$ cat config.mk
export PLATFORM = sky130hd
export DESIGN_NAME = cr_timer16
export DESIGN_NICKNAME = d
export VERILOG_FILES = /design/src/rtl/tmr_pkg.sv /design/src/rtl/tmr_pin_sync.sv /design/src/rtl/tmr_count.sv /design/src/rtl/tmr_ctrl.sv /design/src/rtl/cr_timer16.sv
export SDC_FILE = /design/constraint.sdc
export NUM_CORES = 1
export LEC_CHECK = 0
export BUFFER_PORTS_ARGS = -buffer_cell sky130_fd_sc_hd__clkbuf_2
export CORE_AREA = 2 2 120 122
export CTS_BUF_LIST = sky130_fd_sc_hd__clkbuf_4 sky130_fd_sc_hd__clkbuf_8
export DETAILED_ROUTE_END_ITERATION = 8
export DIE_AREA = 0 0 122 124
export PLACE_DENSITY = 0.56
export SLEW_MARGIN = 25
export SYNTH_ARGS = -nofsm -noshare
export SYNTH_HDL_FRONTEND = slang
export SYNTH_HIERARCHICAL = 1
export SYNTH_SLANG_ARGS = --single-unit
$ cat constraint.sdc
create_clock -name clk -period 3.6 [get_ports clk]
set_input_delay 0.36 -clock clk [delete_from_list [all_inputs] [get_ports clk]]
set_output_delay 0.36 -clock clk [all_outputs]
set_load 0.05 [all_outputs]
$ cat src/rtl/tmr_pkg.sv
package tmr_pkg;
  localparam int BYTE_W = 8;
  localparam int CNT_W  = 2 * BYTE_W;

  localparam int A_CNT_LO = 0;
  localparam int A_CNT_HI = 1;
  localparam int A_RLD_LO = 2;
  localparam int A_RLD_HI = 3;
  localparam int A_CTRL   = 4;
  localparam int A_MODE   = 5;

  // packed MSB first: ovf_flag is bit 7, cap_mode is bit 0
  typedef struct packed {
    logic ovf;
    logic ext;
    logic rx_sel;
    logic tx_sel;
    logic ext_en;
    logic run;
    logic src_ext;
    logic cap_mode;
  } ctrl_t;
endpackage

$ cat src/rtl/tmr_pin_sync.sv
module tmr_pin_sync #(
  parameter int STAGES = 2
) (
  input  logic clk,
  input  logic rst_n,
  input  logic pin_i,
  output logic level_o,
  output logic fall_o
);
  logic [STAGES-1:0] sh_q;
  logic              prev_q;

  always_ff @(posedge clk or negedge rst_n) begin
    if (!rst_n) begin
      sh_q   <= '0;
      prev_q <= 1'b0;
    end else begin
      sh_q   <= {sh_q[STAGES-2:0], pin_i};
      prev_q <= sh_q[STAGES-1];
    end
  end

  assign level_o = sh_q[STAGES-1];
  assign fall_o  = prev_q & ~sh_q[STAGES-1];
endmodule

$ cat src/rtl/tmr_count.sv
module tmr_count
  import tmr_pkg::*;
(
  input  logic             clk,
  input  logic             rst_n,
  input  logic             run_i,
  input  logic             step_src_i,
  input  logic             updown_i,
  input  logic             dir_up_i,
  input  logic             baud_i,
  input  logic             cap_mode_i,
  input  logic             ext_evt_i,
  input  logic             wr_lo_i,
  input  logic             wr_hi_i,
  input  logic [BYTE_W-1:0] wdata_i,
  input  logic [CNT_W-1:0] rld_i,
  output logic [CNT_W-1:0] cnt_o,
  output logic             wrap_o,
  output logic             cap_evt_o
);
  localparam logic [CNT_W-1:0] MAXV = '1;

  logic [CNT_W-1:0] cnt_q, cnt_d;
  logic step, going_down, ext_reload, reload_on_wrap, plain_trig;

  assign step           = run_i & step_src_i;
  assign going_down     = updown_i & ~dir_up_i;
  assign plain_trig     = ext_evt_i & ~updown_i & ~baud_i;
  assign ext_reload     = plain_trig & ~cap_mode_i;
  assign cap_evt_o      = plain_trig & cap_mode_i;
  assign reload_on_wrap = updown_i | baud_i | ~cap_mode_i;
  assign wrap_o         = step & (going_down ? (cnt_q == rld_i) : (cnt_q == MAXV));

  always_comb begin
    cnt_d = cnt_q;
    if (wr_lo_i || wr_hi_i) begin
      if (wr_lo_i) cnt_d[BYTE_W-1:0]     = wdata_i;
      if (wr_hi_i) cnt_d[CNT_W-1:BYTE_W] = wdata_i;
    end else if (ext_reload) begin
      cnt_d = rld_i;
    end else if (wrap_o) begin
      if (going_down)          cnt_d = MAXV;
      else if (reload_on_wrap) cnt_d = rld_i;
      else                     cnt_d = '0;
    end else if (step) begin
      cnt_d = going_down ? cnt_q - 1'b1 : cnt_q + 1'b1;
    end
  end

  always_ff @(posedge clk or negedge rst_n) begin
    if (!rst_n) cnt_q <= '0;
    else        cnt_q <= cnt_d;
  end

  assign cnt_o = cnt_q;

  // stopped and unwritten count does not move
  a_r3_hold_when_stopped: assert property (@(posedge clk) disable iff (!rst_n)
    (!run_i && !wr_lo_i && !wr_hi_i && !ext_reload) |=> $stable(cnt_q));
  // up overflow in reload/baud/updown modes lands on the reload value
  a_r5_up_wrap_reload: assert property (@(posedge clk) disable iff (!rst_n)
    (wrap_o && !going_down && reload_on_wrap && !wr_lo_i && !wr_hi_i && !ext_reload)
      |=> cnt_q == $past(rld_i));
  // down wrap lands on all ones
  a_r9_down_wrap_max: assert property (@(posedge clk) disable iff (!rst_n)
    (wrap_o && going_down && !wr_lo_i && !wr_hi_i) |=> cnt_q == MAXV);
endmodule

$ cat src/rtl/tmr_ctrl.sv
module tmr_ctrl
  import tmr_pkg::*;
#(
  parameter int ADDR_W = 3
) (
  input  logic              clk,
  input  logic              rst_n,
  input  logic [ADDR_W-1:0] addr_i,
  input  logic              wr_i,
  input  logic [BYTE_W-1:0] wdata_i,
  output logic [BYTE_W-1:0] rdata_o,
  input  logic [CNT_W-1:0]  cnt_i,
  input  logic              wrap_i,
  input  logic              cap_evt_i,
  input  logic              ext_evt_i,
  output ctrl_t             ctrl_o,
  output logic              updown_o,
  output logic [CNT_W-1:0]  rld_o,
  output logic              irq_o,
  output logic              rx_pulse_o,
  output logic              tx_pulse_o,
  output logic              clkout_o
);
  ctrl_t            ctrl_q, ctrl_d;
  logic [1:0]       mode_q;
  logic [CNT_W-1:0] rld_q;
  logic             rx_q, tx_q, clkout_q;
  logic             ctrl_wr, baud;

  assign ctrl_wr = wr_i && (addr_i == ADDR_W'(A_CTRL));
  assign baud    = ctrl_q.rx_sel | ctrl_q.tx_sel;

  always_comb begin
    ctrl_d = ctrl_wr ? ctrl_t'(wdata_i) : ctrl_q;
    if (wrap_i && !baud)            ctrl_d.ovf = 1'b1;
    if (ext_evt_i && !mode_q[0])    ctrl_d.ext = 1'b1;
    if (wrap_i && mode_q[0])        ctrl_d.ext = ~ctrl_d.ext;
  end

  always_ff @(posedge clk or negedge rst_n) begin
    if (!rst_n) begin
      ctrl_q   <= '0;
      mode_q   <= '0;
      rld_q    <= '0;
      rx_q     <= 1'b0;
      tx_q     <= 1'b0;
      clkout_q <= 1'b0;
    end else begin
      ctrl_q <= ctrl_d;
      if (wr_i && addr_i == ADDR_W'(A_MODE)) mode_q <= wdata_i[1:0];
      if (cap_evt_i) begin
        rld_q <= cnt_i;
      end else if (wr_i) begin
        if (addr_i == ADDR_W'(A_RLD_LO)) rld_q[BYTE_W-1:0]     <= wdata_i;
        if (addr_i == ADDR_W'(A_RLD_HI)) rld_q[CNT_W-1:BYTE_W] <= wdata_i;
      end
      rx_q <= wrap_i & ctrl_q.rx_sel;
      tx_q <= wrap_i & ctrl_q.tx_sel;
      if (wrap_i && mode_q[1]) clkout_q <= ~clkout_q;
    end
  end

  always_comb begin
    case (addr_i)
      ADDR_W'(A_CNT_LO): rdata_o = cnt_i[BYTE_W-1:0];
      ADDR_W'(A_CNT_HI): rdata_o = cnt_i[CNT_W-1:BYTE_W];
      ADDR_W'(A_RLD_LO): rdata_o = rld_q[BYTE_W-1:0];
      ADDR_W'(A_RLD_HI): rdata_o = rld_q[CNT_W-1:BYTE_W];
      ADDR_W'(A_CTRL):   rdata_o = ctrl_q;
      ADDR_W'(A_MODE):   rdata_o = {{(BYTE_W-2){1'b0}}, mode_q};
      default:           rdata_o = '0;
    endcase
  end

  assign ctrl_o     = ctrl_q;
  assign updown_o   = mode_q[0];
  assign rld_o      = rld_q;
  assign irq_o      = ctrl_q.ovf | (ctrl_q.ext & ~mode_q[0]);
  assign rx_pulse_o = rx_q;
  assign tx_pulse_o = tx_q;
  assign clkout_o   = clkout_q;

  // baud selection keeps the overflow flag from rising
  a_r10_no_flag_in_baud: assert property (@(posedge clk) disable iff (!rst_n)
    (baud && !ctrl_wr) |=> !$rose(ctrl_q.ovf));
  // a receive pulse only follows a cycle with receive selected
  a_r10_rx_needs_sel: assert property (@(posedge clk) disable iff (!rst_n)
    rx_q |-> $past(ctrl_q.rx_sel));
  // flags are sticky without a control write
  a_r6_ovf_sticky: assert property (@(posedge clk) disable iff (!rst_n)
    (ctrl_q.ovf && !ctrl_wr) |=> ctrl_q.ovf);
  // a capture sets the trigger flag
  a_r7_capture_flags: assert property (@(posedge clk) disable iff (!rst_n)
    cap_evt_i |=> ctrl_q.ext);
  // the output pin moves only on an overflow
  a_r11_clkout_only_on_wrap: assert property (@(posedge clk) disable iff (!rst_n)
    !wrap_i |=> $stable(clkout_q));
endmodule

$ cat src/rtl/cr_timer16.sv
module cr_timer16
  import tmr_pkg::*;
#(
  parameter int ADDR_W      = 3,
  parameter int SYNC_STAGES = 2
) (
  input  logic              clk,
  input  logic              rst_n,
  input  logic [ADDR_W-1:0] reg_addr,
  input  logic              reg_wr,
  input  logic [7:0]        reg_wdata,
  output logic [7:0]        reg_rdata,
  input  logic              tick_in,
  input  logic              count_pin,
  input  logic              ext_pin,
  output logic              irq,
  output logic              rx_baud_pulse,
  output logic              tx_baud_pulse,
  output logic              clk_out
);
  localparam int NPINS = 2;  // index 0: count pin, index 1: trigger pin

  logic [NPINS-1:0] pins, lvl, fall;
  assign pins = {ext_pin, count_pin};

  for (genvar g = 0; g < NPINS; g++) begin : g_sync
    tmr_pin_sync #(.STAGES(SYNC_STAGES)) u_sync (
      .clk(clk), .rst_n(rst_n), .pin_i(pins[g]),
      .level_o(lvl[g]), .fall_o(fall[g])
    );
  end

  ctrl_t            ctrl;
  logic             updown, wrap, cap_evt, ext_evt, step_src;
  logic [CNT_W-1:0] cnt, rld;

  assign step_src = ctrl.src_ext ? fall[0] : tick_in;
  assign ext_evt  = fall[1] & ctrl.ext_en;

  tmr_count u_count (
    .clk(clk), .rst_n(rst_n),
    .run_i(ctrl.run), .step_src_i(step_src),
    .updown_i(updown), .dir_up_i(lvl[1]),
    .baud_i(ctrl.rx_sel | ctrl.tx_sel), .cap_mode_i(ctrl.cap_mode),
    .ext_evt_i(ext_evt),
    .wr_lo_i(reg_wr && reg_addr == ADDR_W'(A_CNT_LO)),
    .wr_hi_i(reg_wr && reg_addr == ADDR_W'(A_CNT_HI)),
    .wdata_i(reg_wdata), .rld_i(rld),
    .cnt_o(cnt), .wrap_o(wrap), .cap_evt_o(cap_evt)
  );

  tmr_ctrl #(.ADDR_W(ADDR_W)) u_ctrl (
    .clk(clk), .rst_n(rst_n),
    .addr_i(reg_addr), .wr_i(reg_wr), .wdata_i(reg_wdata), .rdata_o(reg_rdata),
    .cnt_i(cnt), .wrap_i(wrap), .cap_evt_i(cap_evt), .ext_evt_i(ext_evt),
    .ctrl_o(ctrl), .updown_o(updown), .rld_o(rld),
    .irq_o(irq), .rx_pulse_o(rx_baud_pulse), .tx_pulse_o(tx_baud_pulse),
    .clkout_o(clk_out)
  );
endmodule

### Word-level counts from Yosys, hierarchy flattened

Index checks and enable logic that the tools add are counted.

* reductions and logical operators: 21
* multiply operators: 0
* bitwise logic cells: 24
* shift-type cells: 0
* equality and inequality tests: 9
* multiplexer cells: 20
* div/mod/pow operators: 0
* $lt $le $gt $ge: 0
* add/subtract/negate cells: 2

Operators with widths (number)
* 2-to-1 mux 16 bit: 9
* one-hot mux 8 bit (6 select lines): 1
* 2-to-1 mux 8 bit: 5
* adder 16 x 1 -> 16 bit (second input constant): 1
* == test 16 bit: 1
* == test 16 bit (second input constant): 1
* subtractor 16 x 1 -> 16 bit (second input constant): 1
* bitwise AND 1 bit: 13
* logical AND 1 bit: 8
* AND reduction 2 bit: 4
* nonzero test 2 bit: 4
* inverter 1 bit: 7
* == test 3 x 2 -> 1 bit (second input constant): 2
* == test 3 bit (second input constant): 2
* 2-to-1 mux 1 bit: 5
* inequality test 2 x 1 -> 1 bit (second input constant): 2
* bitwise OR 1 bit: 4
* nonzero test 4 bit: 1
* == test 3 x 1 -> 1 bit (second input constant): 1
* logical NOT 3 bit: 1
* logical NOT 1 bit: 2
* logical OR 1 bit: 1

* logic and storage cells: 96
* output and inout port bits: 12
* memories: 0
* input port bits: 17
* flip-flop bits (word level): 51
* latch bits: 0
* memory bits (read-only): 0
* bits in writable memories: 0

### Logic depth before layout (Yosys ltp)

* word-level depth: 8
* gate-level depth with buffers: 12
* gate-level depth less buffers: 10

### Cells and area by module

Netlist, hierarchy kept.

By module, submodules not included
* tmr_count: seq. area each 400.4 µm², instances 1, cells each 296, area each 2163.3 µm²
* tmr_ctrl: seq. area each 725.7 µm², instances 1, cells each 157, area each 1681.6 µm²
* tmr_pin_sync: seq. area each 75.1 µm², instances 2, cells each 4, area each 88.8 µm²
* cr_timer16: seq. area each 0.0 µm², instances 1, cells each 5, area each 51.3 µm²

### Least setup slack after synthesis

Ideal clock, no wire load.

* kind: register -> register
* start point: register g_sync[1].u_sync.sh_q[1]
* end point: register u_count.cnt_q[14] (netlist: u_count/cnt_o[14])
* arrival: 2.419 ns
* stages on the path, launching flop included: 13
* data required time: 3.474 ns
* setup slack: 1.055 ns
* cells stage by stage: dfrtp_1 > nand2b_1 > buf_4 > clkbuf_1 > xnor2_1 > ha_1 > nor2_1 > nand2_1 > a211oi_1 > a21oi_1 > xnor2_1 > mux2i_1 > a221o_1

* cells in the longest elaborated chain, start to end: 8

RTL lines
* start: declaration: line tmr_pin_sync.sv:10 `logic [STAGES-1:0] sh_q;`
* start signal: assignment: line tmr_pin_sync.sv:18 `sh_q <= {sh_q[STAGES-2:0], pin_i};`
* inverter 1 bit *: line tmr_pin_sync.sv:24, tmr_count.sv:27
* bitwise AND 1 bit: line tmr_pin_sync.sv:24 `assign fall_o = prev_q & ~sh_q[STAGES-1];`
* bitwise AND 1 bit: line cr_timer16.sv:38 `assign ext_evt = fall[1] & ctrl.ext_en;`
* bitwise AND 1 bit (2 in a row): line tmr_count.sv:28 `assign plain_trig = ext_evt_i & ~updown_i & ~baud_i;`
* bitwise AND 1 bit: line tmr_count.sv:29 `assign ext_reload = plain_trig & ~cap_mode_i;`
* nonzero test 4 bit (no line) / 2-to-1 mux 16 bit (equally long branches)
* AND reduction 2 bit (no line) / 2-to-1 mux 16 bit (equally long branches)
* end signal: assignment: line tmr_count.sv:52 `else cnt_q <= cnt_d;`
* end: declaration: line tmr_count.sv:23 `logic [CNT_W-1:0] cnt_q, cnt_d;`

Mark *: on every way between the ends. The rest lies on a longest branch, timed or not. The select of a mux whose other input is x is not followed.
A chain may end at the register's enable or synchronous reset.

### Final worst setup path

* start point: register u_ctrl.mode_q[0]
* end point: register u_count.cnt_q[8] (netlist: u_count/cnt_o[8])

* cells in the longest elaborated chain, start to end: 7

RTL lines
* start: declaration: line tmr_ctrl.sv:25 `logic [1:0] mode_q;`
* start signal: assignment: line tmr_ctrl.sv:50 `if (wr_i && addr_i == ADDR_W'(A_MODE)) mode_q <= wdata_i[1:0];`
* bitwise OR 1 bit (2 in a row): line tmr_count.sv:31 `assign reload_on_wrap = updown_i | baud_i | ~cap_mode_i;`
* 2-to-1 mux 16 bit: line tmr_count.sv:43 `else if (reload_on_wrap) cnt_d = rld_i;`
* 2-to-1 mux 16 bit: line tmr_count.sv:42 `if (going_down) cnt_d = MAXV;`
* 2-to-1 mux 16 bit: line tmr_count.sv:41 `end else if (wrap_o) begin`
* 2-to-1 mux 16 bit: line tmr_count.sv:39 `end else if (ext_reload) begin`
* 2-to-1 mux 16 bit: line tmr_count.sv:36 `if (wr_lo_i || wr_hi_i) begin`

Several ways; a longest one is shown, not always the timed one. The select of a mux whose other input is x is not followed.

==> impl_metrics.toml <==
[die]
start_util_pct = 29.69
fp.dieW_um = 122
coreArea_mm2 = 0.01372
io_pins = 29
core.rowCount = 43
dieHeight_um = 124
die_area_mm2 = 0.01513

[worst_setup_path]
crit_chain = "nor2b_4, buf_4, or3_4, a32oi_2, and3_1, buf_4, mux2_1, o21ai_1"
cp_max_fo = 26
cp.required_ns = 3.84
arrival_ns = 3.21
cp-end-kind = "register"
crit_type = "register to register"
cp-start-kind = "register"
critPathSlowestCell = "dfrtp_1"
slowest_delay_ns = 0.51
crit_top_cell = "buf_4"

[drt]
drt_iter0_drc = 598
num_vias = 3995
drc = 0
ant_nets = 0
vias_per_cell = 6.008
routed_wirelength_um = 14460
routedWlPerCell_um = 21.74
drt-pass1-iter-count = 5

[timing]
clock_skew_ns = 0.007299
max_slew_margin_pct = 43.27
fmax_mhz = 336.5
worst_slew_pin_slew_ns = 0.8465
fin_crit_sh_pct = 82.56
drv_slew = 0
hold_violations = 0
rsz0062_at_grt = "no"
fin_crit_ns = 2.972
setup_violations = 0
setup_tns_ns = 0

[synth]
avgSynthCellArea_um2 = 8.742
ys_seq_elements = 51
synth_top_cell_by_area = "dfrtp_1"
synth_top_area_share_pct = 31.33
synthArstFlopShare_pct = 100.0
synthTopCellsByArea = "dfrtp_1 (31%), mux2i_1 (7.4%), nand2_1 (5.4%), mux2_2 (3.6%), o21ai_0 (3.4%)"
syn-num-nets = 484
yosys_warnings = 6
ys_seq_area_share_pct = 31.33
yosys_most_used_dff = "dfrtp_1"
yosysUniqueCellTypes = 71
synth_area_mm2 = 0.004074
synth_edf_count = 0
netlist_instances = 466
yosysMostFrequentCell = "nand2_1"
synth_common_cells = "nand2_1 (59), dfrtp_1 (51), mux2i_1 (30), o21ai_0 (28), nor2_1 (26)"

[grt]
grt_max_degree = 33
track_usage_pct = 19.50
antenna_found_initial = 0
overflow = 0
first_global_vias = 3842
grt_first_pass_wirelength_um = 22340

[place]
portBuffers = 28
dpl-instance-area_mm2 = 0.004349
dp_hpwl_um = 10540
gp_congestion = 0.9662

[finish]
fin_nets = 502
drive_gt1_share_pct = 18.14
num_antenna_cells = 0
stdcell_area_mm2 = 0.004468
areaGrowthSynthToFinish_pct = 9.675

[clocking]
ctsResizeCount = 0
clk_pin_slew_worst_paths_ns = 0.09
clock_path_buffers = 2
clkLatencyLatePin_ns = 0.31
cts_root_buf = "clkbuf_8"
cts_num_sinks = 51
ctsHoldBuffers = 0
cts_buffers = 5
post-cts-setup-buffers = 0
cts_tree = "yes"
htree_levels = 2

[pwr]
power_density_mw_per_mm2 = 687.2
ir_drop_v = 0.0002536
p_leak_nw = 1.761

[min_path]
hp-class = "input pin to asynchronous set/reset pin"

[run]
drv_cap = 0

[run_status]
run_status = "complete, no violations"
layout make-up:
cell class	count	area [um^2]
repair buffers	40	230.2
multi-input cells	369	2555
well taps	180	225.2
flip-flops and latches	51	1276
fillers	1464	9251
inverters	17	63.81
clock inverters	2	35.03
clock buffers	6	82.58
worst paths after layout:
kind                                                    start                            endpoint  slack [ns]  cells after the start
max                              u_ctrl/mode_q[0]$_DFFE_PN0P_        u_count/cnt_o[8]$_DFFE_PN0P_        0.63                      8
min                                                     rst_n         u_ctrl/tx_pulse_o$_DFF_PN0_        0.11                      1
max reg2reg                      u_ctrl/mode_q[0]$_DFFE_PN0P_        u_count/cnt_o[8]$_DFFE_PN0P_        0.63                      8
min reg2reg                g_sync[0].u_sync/sh_q[0]$_DFF_PN0_  g_sync[0].u_sync/sh_q[1]$_DFF_PN0_        0.36                      0
max in group asynchronous                               rst_n        u_count/cnt_o[1]$_DFFE_PN0P_        2.69                      2
min in group clk                                    count_pin  g_sync[0].u_sync/sh_q[0]$_DFF_PN0_        0.14                      1
power by group:
part	total [mW]	switching, mW	internal (mW)
Combinational	1.45	0.867	0.583
Clock	0.423	0.197	0.225
Sequential	1.20	0.442	0.756
Total	3.07	1.51	1.56
state kept, by name, summed over array words and instances (netlist names):
name / count
u_ctrl/rx_pulse_o: 1
u_ctrl/tx_pulse_o: 1
u_ctrl/mode_q: 2
u_ctrl/clkout_o: 1
u_ctrl/rld_o: 16
u_ctrl/ctrl_o: 8
g_sync.u_sync/sh_q: 4
u_count/cnt_o: 16
g_sync.u_sync/prev_q: 2
worst max-delay path, delay by kind of cell (launching register included):
| family | cells | cell delay, ns |
|---|---|---|
| AOI/OAI and AO/OA | 2 | 0.51 |
| buffers and inverters | 2 | 0.48 |
| DFF | 1 | 0.51 |
| muxes | 1 | 0.34 |
| and+or+nand+nor | 3 | 1.04 |
logic make-up after synthesis:
group / Yosys count / synth area share [%]
multiplexers: 50 / 13.54
adder cells (fa/ha/maj): 1 / 0.3071
AO/OA/AOI/OAI: 124 / 21.01
buffers and inverters: 46 / 5.989
XOR/XNOR: 14 / 3.010
AND/OR/NAND/NOR: 180 / 24.82
flip-flops: 51 / 31.33
routing by layer:
layer	vias to the layer above	wire length (um)	GRT usage [%]
met3	44	1126	3.434
met4	0	580	7.974
met5	-	0	0
met2	219	6414	30.55
li1	1782	-	-
met1	1950	6336	26.57
layout by cell type, fill, tap and decap left out, types with 8 or more instances in the layout:
cell type,instances
xnor2_1,14
mux2i_1,30
inv_1,14
mux2_2,13
a22oi_1,9
nor2b_1,8
a21oi_1,23
o22ai_1,12
dfrtp_1,51
o21ai_0,28
nor2_1,26
nand2_1,59
clkbuf_2,28
nand4_1,11
nand3_1,10
buf_4,12
nor3_1,9
nand2b_1,9
through the flow:
step	power [mW]	hold slack, ns	setup slack [ns]	util, %	std cells
after floorplan	2.087	0.06441	1.055	-	466
after global placement	2.611	0.3378	0.7449	31.70	657
after detailed placement	2.616	0.3364	0.6949	31.70	657
after CTS	3.044	0.1360	0.6393	32.56	665
after global routing	3.248	0.1337	0.4578	32.57	665
final	3.071	0.1149	0.6280	32.57	665
(Power assumes the default switching activity.)
